## config.mk

```make
export PLATFORM = sky130hd
export DESIGN_NAME = avcode_event_matcher
export DESIGN_NICKNAME = d
export VERILOG_FILES = /design/src/rtl/avm_pkg.sv /design/src/rtl/avm_slot_unpack.sv /design/src/rtl/avm_slot_match.sv /design/src/rtl/avm_prio_pick.sv /design/src/rtl/avcode_event_matcher.sv
export SDC_FILE = /design/constraint.sdc
export NUM_CORES = 1
export LEC_CHECK = 0
export ABC_AREA = 1
export CORE_UTILIZATION = 36
export DETAILED_ROUTE_END_ITERATION = 6
export GPL_ROUTABILITY_DRIVEN = 0
export PLACE_DENSITY = 0.84
export SYNTH_ARGS = -nofsm -noshare
export SYNTH_HDL_FRONTEND = slang
export SYNTH_SLANG_ARGS = --single-unit
```

## constraint.sdc

```tcl
create_clock -name clk -period 1.5 [get_ports clk]
set_input_delay 0.15 -clock clk [delete_from_list [all_inputs] [get_ports clk]]
set_output_delay 0.15 -clock clk [all_outputs]
set_load 0.1 [all_outputs]
```

## src/rtl/avm_pkg.sv

```systemverilog
package avm_pkg;

    localparam int PAT_W  = 3;
    localparam int CFG_W  = 21;
    localparam int NUM_EV = 6;

    // Event indices, listed from highest to lowest priority.
    typedef enum logic [2:0] {
        EV_ACT_END   = 3'd0,
        EV_ACT_START = 3'd1,
        EV_B1_END    = 3'd2,
        EV_B1_START  = 3'd3,
        EV_B2_END    = 3'd4,
        EV_B2_START  = 3'd5
    } ev_e;

    typedef struct packed {
        logic h;
        logic v;
        logic f;
    } hvf_t;

    typedef logic [NUM_EV-1:0][PAT_W-1:0] pat_set_t;
    typedef logic [NUM_EV-1:0]            ev_vec_t;

    // Least significant bit of each event's slot inside a configuration word.
    function automatic int slot_lsb(input int idx);
        case (idx)
            0:       return 15;  // end-active
            1:       return 18;  // start-active
            2:       return 0;   // first-blanking end
            3:       return 3;   // first-blanking start
            4:       return 6;   // second-blanking end
            default: return 9;   // second-blanking start
        endcase
    endfunction

    // Blanking slots may be left empty; active slots may not.
    function automatic bit is_blank_slot(input int idx);
        return idx >= 2;
    endfunction

endpackage

```

## src/rtl/avm_slot_unpack.sv

```systemverilog
module avm_slot_unpack
    import avm_pkg::*;
#(
    parameter int W_CFG = CFG_W,
    parameter int W_PAT = PAT_W,
    parameter int N_EV  = NUM_EV
) (
    input  logic [W_CFG-1:0]            cfg,
    output logic [N_EV-1:0][W_PAT-1:0]  pats
);

    for (genvar i = 0; i < N_EV; i++) begin : g_slot
        localparam int LSB = slot_lsb(i);
        assign pats[i] = cfg[LSB +: W_PAT];
    end

endmodule

```

## src/rtl/avm_slot_match.sv

```systemverilog
module avm_slot_match
    import avm_pkg::*;
#(
    parameter int W_PAT = PAT_W,
    parameter int N_EV  = NUM_EV
) (
    input  logic [W_PAT-1:0]            code,
    input  logic [N_EV-1:0][W_PAT-1:0]  pats,
    output logic [N_EV-1:0]             hit
);

    for (genvar i = 0; i < N_EV; i++) begin : g_cmp
        if (is_blank_slot(i)) begin : g_blank
            // An all-zero blanking slot is treated as unused.
            assign hit[i] = (pats[i] != '0) && (pats[i] == code);
        end else begin : g_active
            assign hit[i] = (pats[i] == code);
        end
    end

endmodule

```

## src/rtl/avm_prio_pick.sv

```systemverilog
module avm_prio_pick #(
    parameter int N_EV = 6
) (
    input  logic [N_EV-1:0] req,
    output logic [N_EV-1:0] grant
);

    // The lowest index wins.
    always_comb begin
        logic taken;
        taken = 1'b0;
        grant = '0;
        for (int i = 0; i < N_EV; i++) begin
            if (req[i] && !taken) begin
                grant[i] = 1'b1;
                taken    = 1'b1;
            end
        end
    end

endmodule

```

## src/rtl/avcode_event_matcher.sv

```systemverilog
module avcode_event_matcher
    import avm_pkg::*;
(
    input  logic              clk,
    input  logic              rst,
    input  logic              code_vld,
    input  logic              code_h,
    input  logic              code_v,
    input  logic              code_f,
    input  logic [CFG_W-1:0]  cfg_word0,
    input  logic [CFG_W-1:0]  cfg_word1,
    output logic [NUM_EV-1:0] evt_pulse,
    output logic              in_active,
    output logic              cur_field
);

    hvf_t               code;
    logic [CFG_W-1:0]   cfg_sel;
    pat_set_t           pats;
    ev_vec_t            hits;
    ev_vec_t            win;
    ev_vec_t            evt_q;
    logic               act_q;
    logic               fld_q;

    assign code    = '{h: code_h, v: code_v, f: code_f};
    assign cfg_sel = code.f ? cfg_word0 : cfg_word1;

    avm_slot_unpack #(.W_CFG(CFG_W), .W_PAT(PAT_W), .N_EV(NUM_EV)) u_unpack (
        .cfg  (cfg_sel),
        .pats (pats)
    );

    avm_slot_match #(.W_PAT(PAT_W), .N_EV(NUM_EV)) u_match (
        .code (code),
        .pats (pats),
        .hit  (hits)
    );

    avm_prio_pick #(.N_EV(NUM_EV)) u_prio (
        .req   (hits),
        .grant (win)
    );

    always_ff @(posedge clk) begin
        if (rst) begin
            evt_q <= '0;
            act_q <= 1'b0;
            fld_q <= 1'b0;
        end else begin
            evt_q <= code_vld ? win : '0;
            if (code_vld && (win != '0)) begin
                act_q <= win[EV_ACT_START];
                fld_q <= code.f;
            end
        end
    end

    assign evt_pulse = evt_q;
    assign in_active = act_q;
    assign cur_field = fld_q;

endmodule

```

==> results of run 1 <==
## cell families (layout without fill, tap and decap cells)
family | after synthesis | in the layout | synth area share (%)
buf+inv | 25 | 89 | 15.2
flops | 8 | 8 | 18.9
xor+xnor | 2 | 2 | 2.95
compound gates | 18 | 18 | 11.2
simple gates | 97 | 97 | 51.8
## what timing repair did
| item | 4_1_cts | 5_1_grt |
|---|---|---|
| resized for setup | 12 | 22 |
| gates cloned | 1 | 0 |
| buffers inserted | 2 | 3 |
| endpoints found under the setup margin | 5 | 3 |
| pin swaps | 1 | 13 |
## layer usage
| layer | vias up | GRT usage, % | routed length [um] |
|---|---|---|---|
| met3 | 17 | 4.55 | 146 |
| met1 | 551 | 20.0 | 1010 |
| met2 | 56 | 49.1 | 1650 |
| met4 | 0 | 22.7 | 146 |
| met5 | - | 0 | 0 |
| li1 | 598 | - | - |
## power by group through the flow
| stage | Combinational, mW | Sequential, mW | Clock [mW] |
|---|---|---|---|
| after floorplan | 0.181 | 0.304 | 0 |
| after global placement | 0.439 | 0.237 | 0 |
| after detailed placement | 0.459 | 0.237 | 0 |
| after CTS | 0.492 | 0.234 | 0.167 |
| after global routing | 0.563 | 0.234 | 0.191 |
| final | 0.527 | 0.234 | 0.169 |
## layout by cell type (no fill, tap or decap), drive strengths merged
master / n
nand2: 59
dlygate4sd2: 2
nor3b: 1
buf: 25
nor3: 3
a21oi: 6
nand4: 1
inv: 19
nor4: 1
dlymetal6s2s: 3
clkbuf: 4
dfxtp: 8
clkdlybuf4s50: 35
o21ai: 10
nor2: 23
xor2: 1
nand3: 9
xnor2: 1
o211ai: 2
bufbuf: 1
## worst paths after layout
path	start	end	slack, ps	cells after the start
min	cfg_word1[3]	evt_pulse[3]	490	7
min reg2reg	in_active	in_active	550	2
max	cfg_word1[0]	in_active	60	13
max reg2reg	cur_field	cur_field	880	2
## through the flow
stage | setup TNS (ps) | total power [mW] | hold slack, ps
floorplan | 0 | 0.484 | 310
global placement | -1810 | 0.676 | 524
detailed placement | -2520 | 0.697 | 560
CTS | 0 | 0.893 | 552
global route | -22.6 | 0.989 | 554
finish | 0 | 0.931 | 492
## synthesized netlist by cell type (2+ instances only)
| cell type | instances | share of area (%) |
|---|---|---|
| nor2_4 | 2 | 2.7 |
| buf_6 | 2 | 2.7 |
| nor3_1 | 2 | 1.2 |
| nand3_1 | 8 | 4.7 |
| nand2_1 | 54 | 24 |
| dfxtp_1 | 8 | 19 |
| buf_2 | 2 | 1.2 |
| o21ai_0 | 6 | 3.5 |
| nor2_1 | 20 | 8.8 |
| o211ai_1 | 2 | 1.8 |
| nand2_2 | 5 | 3.7 |
| inv_1 | 17 | 7.5 |
| o21ai_1 | 4 | 2.4 |
| a21oi_1 | 6 | 3.5 |
## area by class of cell
type	count	area, um^2	area share, %
clock buffers	3	22.5	1.36
well taps	28	35.0	2.11
flip-flops and latches	8	160	9.65
repair buffers	67	743	44.8
multi-input cells	117	623	37.5
inverters	19	76.3	4.60
## state kept, by name, indices dropped and copies added (netlist names)
register	cells
cur_field	1
evt_pulse	6
in_active	1
## worst register-to-register path, stage by stage, from the launching register on
cell and delay [ps]:
dfxtp_1 340, a21oi_2 120, nor2_1 50
==> summary.txt, run 1 <==
Logic synthesis
  • Syn Inst Count: 150
  • Mean Syn Cell Area: 5.66 um^2
  • Post-synth ARST share: 0%
  • Post-synth top flop: dfxtp_1
  • Register area share after synthesis: 18.9%
  • Number of synthesized register bits: 8
  • Mapped Area: 848 um^2
  • EDFF count, synth: 0
  • Synth cell types: 26
  • Synth warn: 0
  • Syn nets: 198

Floorplan
  • Die width: 50.5 um
  • Initial Util: 38.3%
  • Row cnt: 17
  • Die height: 50.5 um
  • Die area: 2550 um^2
  • Core area: 2210 um^2
  • I/O Pins: 56

Final layout
  • Layout fillers: 170
  • Final instance area: 1660 um^2
  • Utilization after layout: 75.1%
  • Final std cells w/o fill: 242
  • Synth-to-Final Area Change: 95.7%
  • Layout net count: 264
  • Share of cells above drive strength 1: 30.4%
  • Antenna diodes: 0

Critical path
  • Startpoint types: input pin
  • Cell family with most CP delay: simple AND/OR/NAND/NOR gates
  • Slowest stage delay, CP: 410 ps
  • WP data arrival: 1590 ps
  • Critical path fanouts, max: 4
  • Setup CP Type: in -> reg
  • Crit path cell chain: clkdlybuf4s50_1 -> inv_2 -> nor2_2 -> nor2_2 -> nand2_1 -> nand2_1 -> nand2_1 -> nand2_2 -> nand2_2 -> nor2_4 -> nand3_4 -> a21oi_2 -> nor2_2
  • Bufs and invs on worst path: 2
  • WP data required: 1660 ps
  • CP endpoint kind: flip-flop
  • Slowest stage cell, crit path: clkdlybuf4s50_1

Routing
  • Post-DRT Antenna Nets: 0
  • Vias per cell: 5.05
  • DRT iter0 DRCs: 18
  • Drt wl/cell: 12.2 um
  • DRT Pass-1 Iters: 4
  • DRC viols: 0
  • Via count: 1222
  • Total wire length: 2.96 mm

CTS
  • Max clock buf depth: 2
  • Clk slew on worst S/H paths: 50 ps
  • Worst-Skew Late Latency: 260 ps
  • H-tree depth: 1
  • TritonCTS Buffers: 3
  • Clock root buffer: clkbuf_4
  • # clock sinks: 8
  • # hold bufs at CTS: 0
  • TritonCTS clock tree: built

Global routing
  • Largest net degree at the start of global routing: 15
  • Grt ovf: 0
  • First-pass GRT wire length: 4.77 mm
  • Gr usage total: 24.9%
  • Vias in the first global route: 1266
  • Initial antenna violation count: 0

Timing
  • Final setup viols: 0
  • Fmax: 696 MHz
  • Worst-Margin Slew: 293 ps
  • Relative slew slack: 80.5%
  • Final Hold Fails: 0
  • Final max-slew violation count: 0
  • Fin crit share: 95.7%
  • Crit path time final: 1440 ps
  • PnR worst setup slack: 64.1 ps
  • Worst Skew: 0 ps

Power
  • Internal power: 0.573 mW
  • Pwr dens: 560 nW/um^2
  • Sw Share: 38.5%
  • Clock network power share: 18.2%
  • LEAKAGE: 0.809 nW
  • NetSw: 0.358 mW
  • Comb power frac: 56.7%
  • Flop pwr share: 25.1%
  • Worst VDD drop: 484 uV

Place
  • Placed Cells: 233
  • IO Port Bufs: 49
  • Placed Instance Area: 1500 um^2
  • Post-detail-place hpwl: 2.17 mm
  • Dpl ws: -448 ps

Job
  • Max_cap viols: 0

Run status
  • Status: completed

Min path
  • Hold Path Class: in -> reg
(Power assumes the default switching activity.)
==> inputs of run 2 (changes only) <==
--- a/config.mk
+++ b/config.mk
@@ -6,10 +6,10 @@
 export NUM_CORES = 1
 export LEC_CHECK = 0
 export ABC_AREA = 1
-export CORE_UTILIZATION = 36
+export CORE_UTILIZATION = 38
 export DETAILED_ROUTE_END_ITERATION = 6
 export GPL_ROUTABILITY_DRIVEN = 0
-export PLACE_DENSITY = 0.84
+export PLACE_DENSITY = 0.87
 export SYNTH_ARGS = -nofsm -noshare
 export SYNTH_HDL_FRONTEND = slang
 export SYNTH_SLANG_ARGS = --single-unit
==> constraint.sdc (replaced) <==
create_clock -name clk -period 1.75 [get_ports clk]
set_input_delay 0.175 -clock clk [delete_from_list [all_inputs] [get_ports clk]]
set_output_delay 0.175 -clock clk [all_outputs]
set_load 0.1 [all_outputs]
==> run 2 against run 1 <==
Compared with the run above:
- critical path depth is 2 lower
- sequential power is 17% lower
- design area is 12% lower
- largest cell class unchanged
- largest power group unchanged
==> summary.txt, run 2 (same netlist as run 1, synthesis figures left out) <==
Run status
  • Status: completed (unchanged)

Timing
  • Fmax: 648 MHz
  • Final max-slew violation count: 0 (unchanged)
  • Final setup viols: 0 (unchanged)
  • Unrepaired setup endpoints after global routing: false
  • Relative slew slack: 79.8% (was 80.5%)
  • Worst Skew: 0 ps (unchanged)
  • Crit path time final: 1540 ps
  • Worst-Margin Slew: 303 ps (was 293 ps)
  • Final Hold Fails: 0 (unchanged)
  • PnR worst setup slack: 207 ps (was 64.1 ps)
  • Fin crit share: 88.2%

Job
  • Max_cap viols: 0 (unchanged)

Floorplan
  • Initial Util: 42.0% (was 38.3%)
  • I/O Pins: 56 (unchanged)
  • Row cnt: 16 (was 17)
  • Core area: 2020 um^2 (was 2210 um^2)
  • Die height: 49.3 um (was 50.5 um)
  • Die area: 2430 um^2 (was 2550 um^2)
  • Die width: 49.3 um (was 50.5 um)

Final layout
  • Antenna diodes: 0 (unchanged)
  • Most frequent cells in the layout: 54 x nand2_1, 39 x clkdlybuf4s50_1, 25 x buf_4 (was 51 x nand2_1, 35 x clkdlybuf4s50_1, 16 x buf_4)
  • Final std cells w/o fill: 240 (was 242)
  • Final instance area: 1460 um^2 (was 1660 um^2)
  • Share of cells above drive strength 1: 20.2% (was 30.4%)
  • Synth-to-Final Area Change: 72.4% (was 95.7%)
  • Max reg flops: 6 (unchanged)
  • FF+latch area: 160 um^2 (unchanged)
  • Utilization after layout: 72.3% (was 75.1%)
  • Most common cell after layout, fill and taps aside: nand2_1 (unchanged)
  • Layout net count: 263 (was 264)
  • Multi-input combinational cell area: 567 um^2 (was 623 um^2)
  • Layout fillers: 174 (was 170)

CTS
  • # hold bufs at CTS: 0 (unchanged)
  • Clk slew on worst S/H paths: 50 ps (about the same)
  • H-tree depth: 1 (unchanged)
  • # clock sinks: 8 (unchanged)
  • Max clock buf depth: 2 (unchanged)
  • Clock root buffer: clkbuf_4 (unchanged)
  • Worst-Skew Late Latency: 260 ps (about the same)
  • TritonCTS clock tree: built (unchanged)
  • TritonCTS Buffers: 3 (unchanged)

Critical path
  • Setup CP Type: in -> reg (unchanged)
  • Startpoint types: input pin (unchanged)
  • CP endpoint kind: flip-flop (unchanged)
  • WP data arrival: 1690 ps (was 1590 ps)
  • Critical path fanouts, max: 7 (was 4)
  • WP data required: 1900 ps (was 1660 ps)

Place
  • Placed Cells: 235 (was 233)
  • IO Port Bufs: 49 (unchanged)
  • Placed Instance Area: 1410 um^2 (was 1500 um^2)
  • Post-detail-place hpwl: 1.85 mm (was 2.17 mm)
  • Dpl ws: -143 ps (was -448 ps)

Global routing
  • Gr usage total: 18.5% (was 24.9%)
  • Initial antenna violation count: 0 (unchanged)
  • Vias in the first global route: 979 (was 1266)
  • Largest net degree at the start of global routing: 14 (was 15)
  • Grt ovf: 0 (unchanged)
  • First-pass GRT wire length: 3.63 mm (was 4.77 mm)

Routing
  • DRC viols: 0 (unchanged)
  • Via count: 1099 (was 1222)
  • DRT Pass-1 Iters: 4 (unchanged)
  • Vias per cell: 4.58 (was 5.05)
  • DRT iter0 DRCs: 15 (was 18)
  • Total wire length: 2.20 mm (was 2.96 mm)
  • Drt wl/cell: 9.17 um (was 12.2 um)
  • Post-DRT Antenna Nets: 0 (unchanged)

Power
  • Clock network power share: 19.9% (was 18.2%)
  • NetSw: 0.268 mW (was 0.358 mW)
  • Flop pwr share: 27.2% (was 25.1%)
  • Sw Share: 37.4% (was 38.5%)
  • Comb power frac: 52.9% (was 56.7%)
  • Internal power: 0.448 mW (was 0.573 mW)
  • Worst VDD drop: 368 uV (was 484 uV)
  • Pwr dens: 489 nW/um^2 (was 560 nW/um^2)
  • LEAKAGE: 0.747 nW (was 0.809 nW)

Min path
  • Hold Path Class: reg -> reg (was in -> reg)
-- run 2: worst max-delay path: stages --
cell,delay (ps)
clkdlybuf4s50_1,590
buf_4,180
nor2_1,40
nand2_1,50
nand2_1,50
nand2_2,80
nand2_2,80
nor2_4,110
nand3_4,90
a21oi_1,170
nor2_1,70
-- run 2: layer usage --
metal	routed length, um	part of all wire, %	vias to the layer above	GRT usage [%]
met5	0	0	-	0
li1	-	-	588	-
met2	1190	54	37	38.1
met3	106	4.8	3	0.935
met4	27	1.2	0	5.88
met1	874	40	471	19.1
-- run 2: path summary, 6_finish.rpt --
kind	start	end	slack, ps	depth (start not counted)
worst max-delay path	code_h	cur_field	210	11
worst min-delay path	in_active	in_active	500	2
worst max register to register	cur_field	cur_field	1120	2
worst min register to register	in_active	in_active	500	2
-- run 2: per-stage QoR --
step / setup TNS (ps) / hold WS [ps] / power [mW]
global route: 0 / 529 / 0.755
floorplan: 0 / 335 / 0.415
global placement: -185 / 467 / 0.556
finish: 0 / 504 / 0.715
CTS: 0 / 501 / 0.706
detailed placement: -429 / 487 / 0.567
-- run 2: layout make-up --
class	instances	area share (%)
multi-input cells	117	38.8
well taps	27	2.31
clock buffers	3	1.54
repair buffers	66	41.2
inverters	19	5.22
flip-flops and latches	8	10.9
-- run 2: repair_timing --
action,4_1_cts,5_1_grt
buffers inserted,0,2
endpoints found under the setup margin,0,2
gates resized for setup,0,4
hold endpoints to repair,0,0
-- run 2: power by group through the flow --
stage                     registers (mW)  clock network [mW]  logic [mW]
after CTS                          0.195               0.141       0.370
after floorplan                    0.260                   0       0.155
final                              0.195               0.143       0.378
after detailed placement           0.198                   0       0.369
after global placement             0.198                   0       0.358
after global routing               0.196               0.147       0.413
==> inputs of run 3 (changes only) <==
--- a/config.mk
+++ b/config.mk
@@ -10,6 +10,7 @@
 export DETAILED_ROUTE_END_ITERATION = 6
 export GPL_ROUTABILITY_DRIVEN = 0
 export PLACE_DENSITY = 0.87
+export RECOVER_POWER = 50
 export SYNTH_ARGS = -nofsm -noshare
 export SYNTH_HDL_FRONTEND = slang
 export SYNTH_SLANG_ARGS = --single-unit
==> constraint.sdc (replaced) <==
create_clock -name clk -period 1.85 [get_ports clk]
set_input_delay 0.185 -clock clk [delete_from_list [all_inputs] [get_ports clk]]
set_output_delay 0.185 -clock clk [all_outputs]
set_load 0.1 [all_outputs]
==> run 3 against run 2 <==
Compared with the run above:
- global-route usage is 0.85 points higher
- sequential cell count did not move
- critical path depth up 1
- total power shrank 8.6%
- setup slack worse by 51 ps
- largest cell class is now multi-input combinational cells
==> summary.txt, run 3 (same netlist as run 1, synthesis figures left out) <==
Critical path
  • Worst path most repeated cell: nand2_1
  • Slowest stage delay, CP: 440 ps (was 590 ps)
  • WP data required: 2000 ps (was 1900 ps)
  • Crit path cell chain: clkdlybuf4s50_1 -> buf_12 -> inv_4 -> nand2_1 -> nand3_1 -> nand2_1 -> nor3_2 -> nor2_4 -> nand3_2 -> nand3_1 -> nand2_1 -> nor2_1 (was clkdlybuf4s50_1 -> buf_4 -> nor2_1 -> nand2_1 -> nand2_1 -> nand2_2 -> nand2_2 -> nor2_4 -> nand3_4 -> a21oi_1 -> nor2_1)
  • CP endpoint kind: flip-flop (unchanged)
  • Critical path fanouts, max: 27 (was 7)
  • R2r worst-path depth: 2 (unchanged)
  • Setup CP Type: in -> reg (unchanged)
  • WP data arrival: 1840 ps (was 1690 ps)
  • Slowest stage cell, crit path: clkdlybuf4s50_1 (unchanged)
  • Startpoint types: input pin (unchanged)

Routing
  • Post-DRT Antenna Nets: 0 (unchanged)
  • Total wire length: 2.17 mm (was 2.20 mm)
  • Via count: 1069 (was 1099)
  • DRT iter0 DRCs: 9 (was 15)
  • DRT Pass-1 Iters: 6 (was 4)
  • DRC viols: 0 (unchanged)
  • Drt wl/cell: 9.36 um (was 9.17 um)
  • Vias per cell: 4.61 (was 4.58)

Place
  • IO Port Bufs: 49 (unchanged)
  • Dpl ws: -101 ps (was -143 ps)
  • Post-detail-place hpwl: 1.81 mm (was 1.85 mm)
  • Placed Cells: 229 (was 235)

Final layout
  • FF+latch area: 160 um^2 (unchanged)
  • Max reg flops: 6 (unchanged)
  • Synth-to-Final Area Change: 63.0% (was 72.4%)
  • Final std cells w/o fill: 232 (was 240)
  • Antenna diodes: 0 (unchanged)
  • Share of cells above drive strength 1: 17.1% (was 20.2%)
  • Utilization after layout: 68.4% (was 72.3%)
  • Layout fillers: 179 (was 174)
  • Multi-input combinational cell area: 559 um^2 (was 567 um^2)
  • Most common cell after layout, fill and taps aside: nand2_1 (unchanged)
  • Layout net count: 255 (was 263)
  • Most frequent cells in the layout: 54 x nand2_1, 41 x clkdlybuf4s50_1, 20 x nor2_1 (was 54 x nand2_1, 39 x clkdlybuf4s50_1, 25 x buf_4)

CTS
  • Clk slew on worst S/H paths: 50 ps (about the same)
  • Post-CTS sizing: 0 (unchanged)
  • TritonCTS Buffers: 3 (unchanged)
  • # hold bufs at CTS: 0 (unchanged)
  • Clock root buffer: clkbuf_4 (unchanged)
  • H-tree depth: 1 (unchanged)
  • Post-CTS setup buffer count: 0 (unchanged)
  • TritonCTS clock tree: built (unchanged)
  • Max clock buf depth: 2 (unchanged)
  • Worst-Skew Late Latency: 250 ps (was 260 ps)
  • # clock sinks: 8 (unchanged)

Power
  • LEAKAGE: 0.689 nW (was 0.747 nW)
  • Pwr dens: 473 nW/um^2 (was 489 nW/um^2)
  • Final Total Pwr: 0.653 mW (was 0.715 mW)
  • Worst VDD drop: 291 uV (was 368 uV)

Timing
  • Final max-slew violation count: 0 (unchanged)
  • Unrepaired setup endpoints after global routing: false (unchanged)
  • Final Hold Fails: 0 (unchanged)
  • Relative slew slack: 64.2% (was 79.8%)
  • Worst Skew: 0 ps (unchanged)
  • Final setup viols: 0 (unchanged)
  • Crit path time final: 1690 ps
  • Fin crit share: 91.6%
  • Fmax: 590 MHz
  • Worst-Margin Slew: 540 ps (was 303 ps)
  • PnR worst setup slack: 156 ps (was 207 ps)

Min path
  • WHS Path Cells: 2 (unchanged)
  • Hold Path Class: reg -> reg (unchanged)

Global routing
  • Vias in the first global route: 983 (was 979)
  • Gr usage total: 19.3% (was 18.5%)
  • Grt ovf: 0 (unchanged)
  • First-pass GRT wire length: 3.71 mm (was 3.63 mm)
  • Initial antenna violation count: 0 (unchanged)
  • Largest net degree at the start of global routing: 28 (was 14)

Floorplan
  • Die area: 2430 um^2 (unchanged)
  • Core area: 2020 um^2 (unchanged)
  • Row cnt: 16 (unchanged)
  • Initial Util: 42.0% (unchanged)
  • Die width: 49.3 um (unchanged)
  • Die height: 49.3 um (unchanged)
  • I/O Pins: 56 (unchanged)

Job
  • Max_cap viols: 0 (unchanged)

Run status
  • Status: completed (unchanged)
## run 3: worst paths after layout
path | slack (ps) | start | to
max | 160 | code_f | in_active
min | 500 | in_active | in_active
max reg2reg | 1250 | cur_field | cur_field
min reg2reg | 500 | in_active | in_active
## run 3: area by class of cell
cell class,instances,area share (%)
Sequential cell,8,11.6
Inverter,19,5.34
Tap cell,27,2.44
Clock buffer,3,1.63
Timing Repair Buffer,58,38.6
Multi-Input combinational cell,117,40.5
## run 3: per-stage QoR
step / area (um^2) / hold WS, ps / TNS (ps)
finish: 1380 / 497 / 0
global route: 1380 / 524 / 0
CTS: 1400 / 505 / 0
detailed placement: 1380 / 492 / -277
global placement: 1380 / 467 / -55.6
floorplan: 848 / 345 / 0
## run 3: per-layer routing
layer / vias up / wire [um] / global-route usage (%)
met5: - / 0 / 0
met4: 0 / 48 / 11.3
met3: 7 / 117 / 1.87
met2: 35 / 1130 / 36.8
met1: 453 / 880 / 20.1
li1: 574 / - / -
## run 3: critical path, delay by kind of cell
| family | cells | cell delay [ps] |
|---|---|---|
| buffers and inverters | 3 | 750 |
| and+or+nand+nor | 9 | 910 |
## run 3: power by group
part,internal (mW),leakage (nW),switching [mW]
clock,0.0741,0.0138,0.0572
sequential,0.181,0.0650,0.00341
combinational,0.154,0.610,0.184
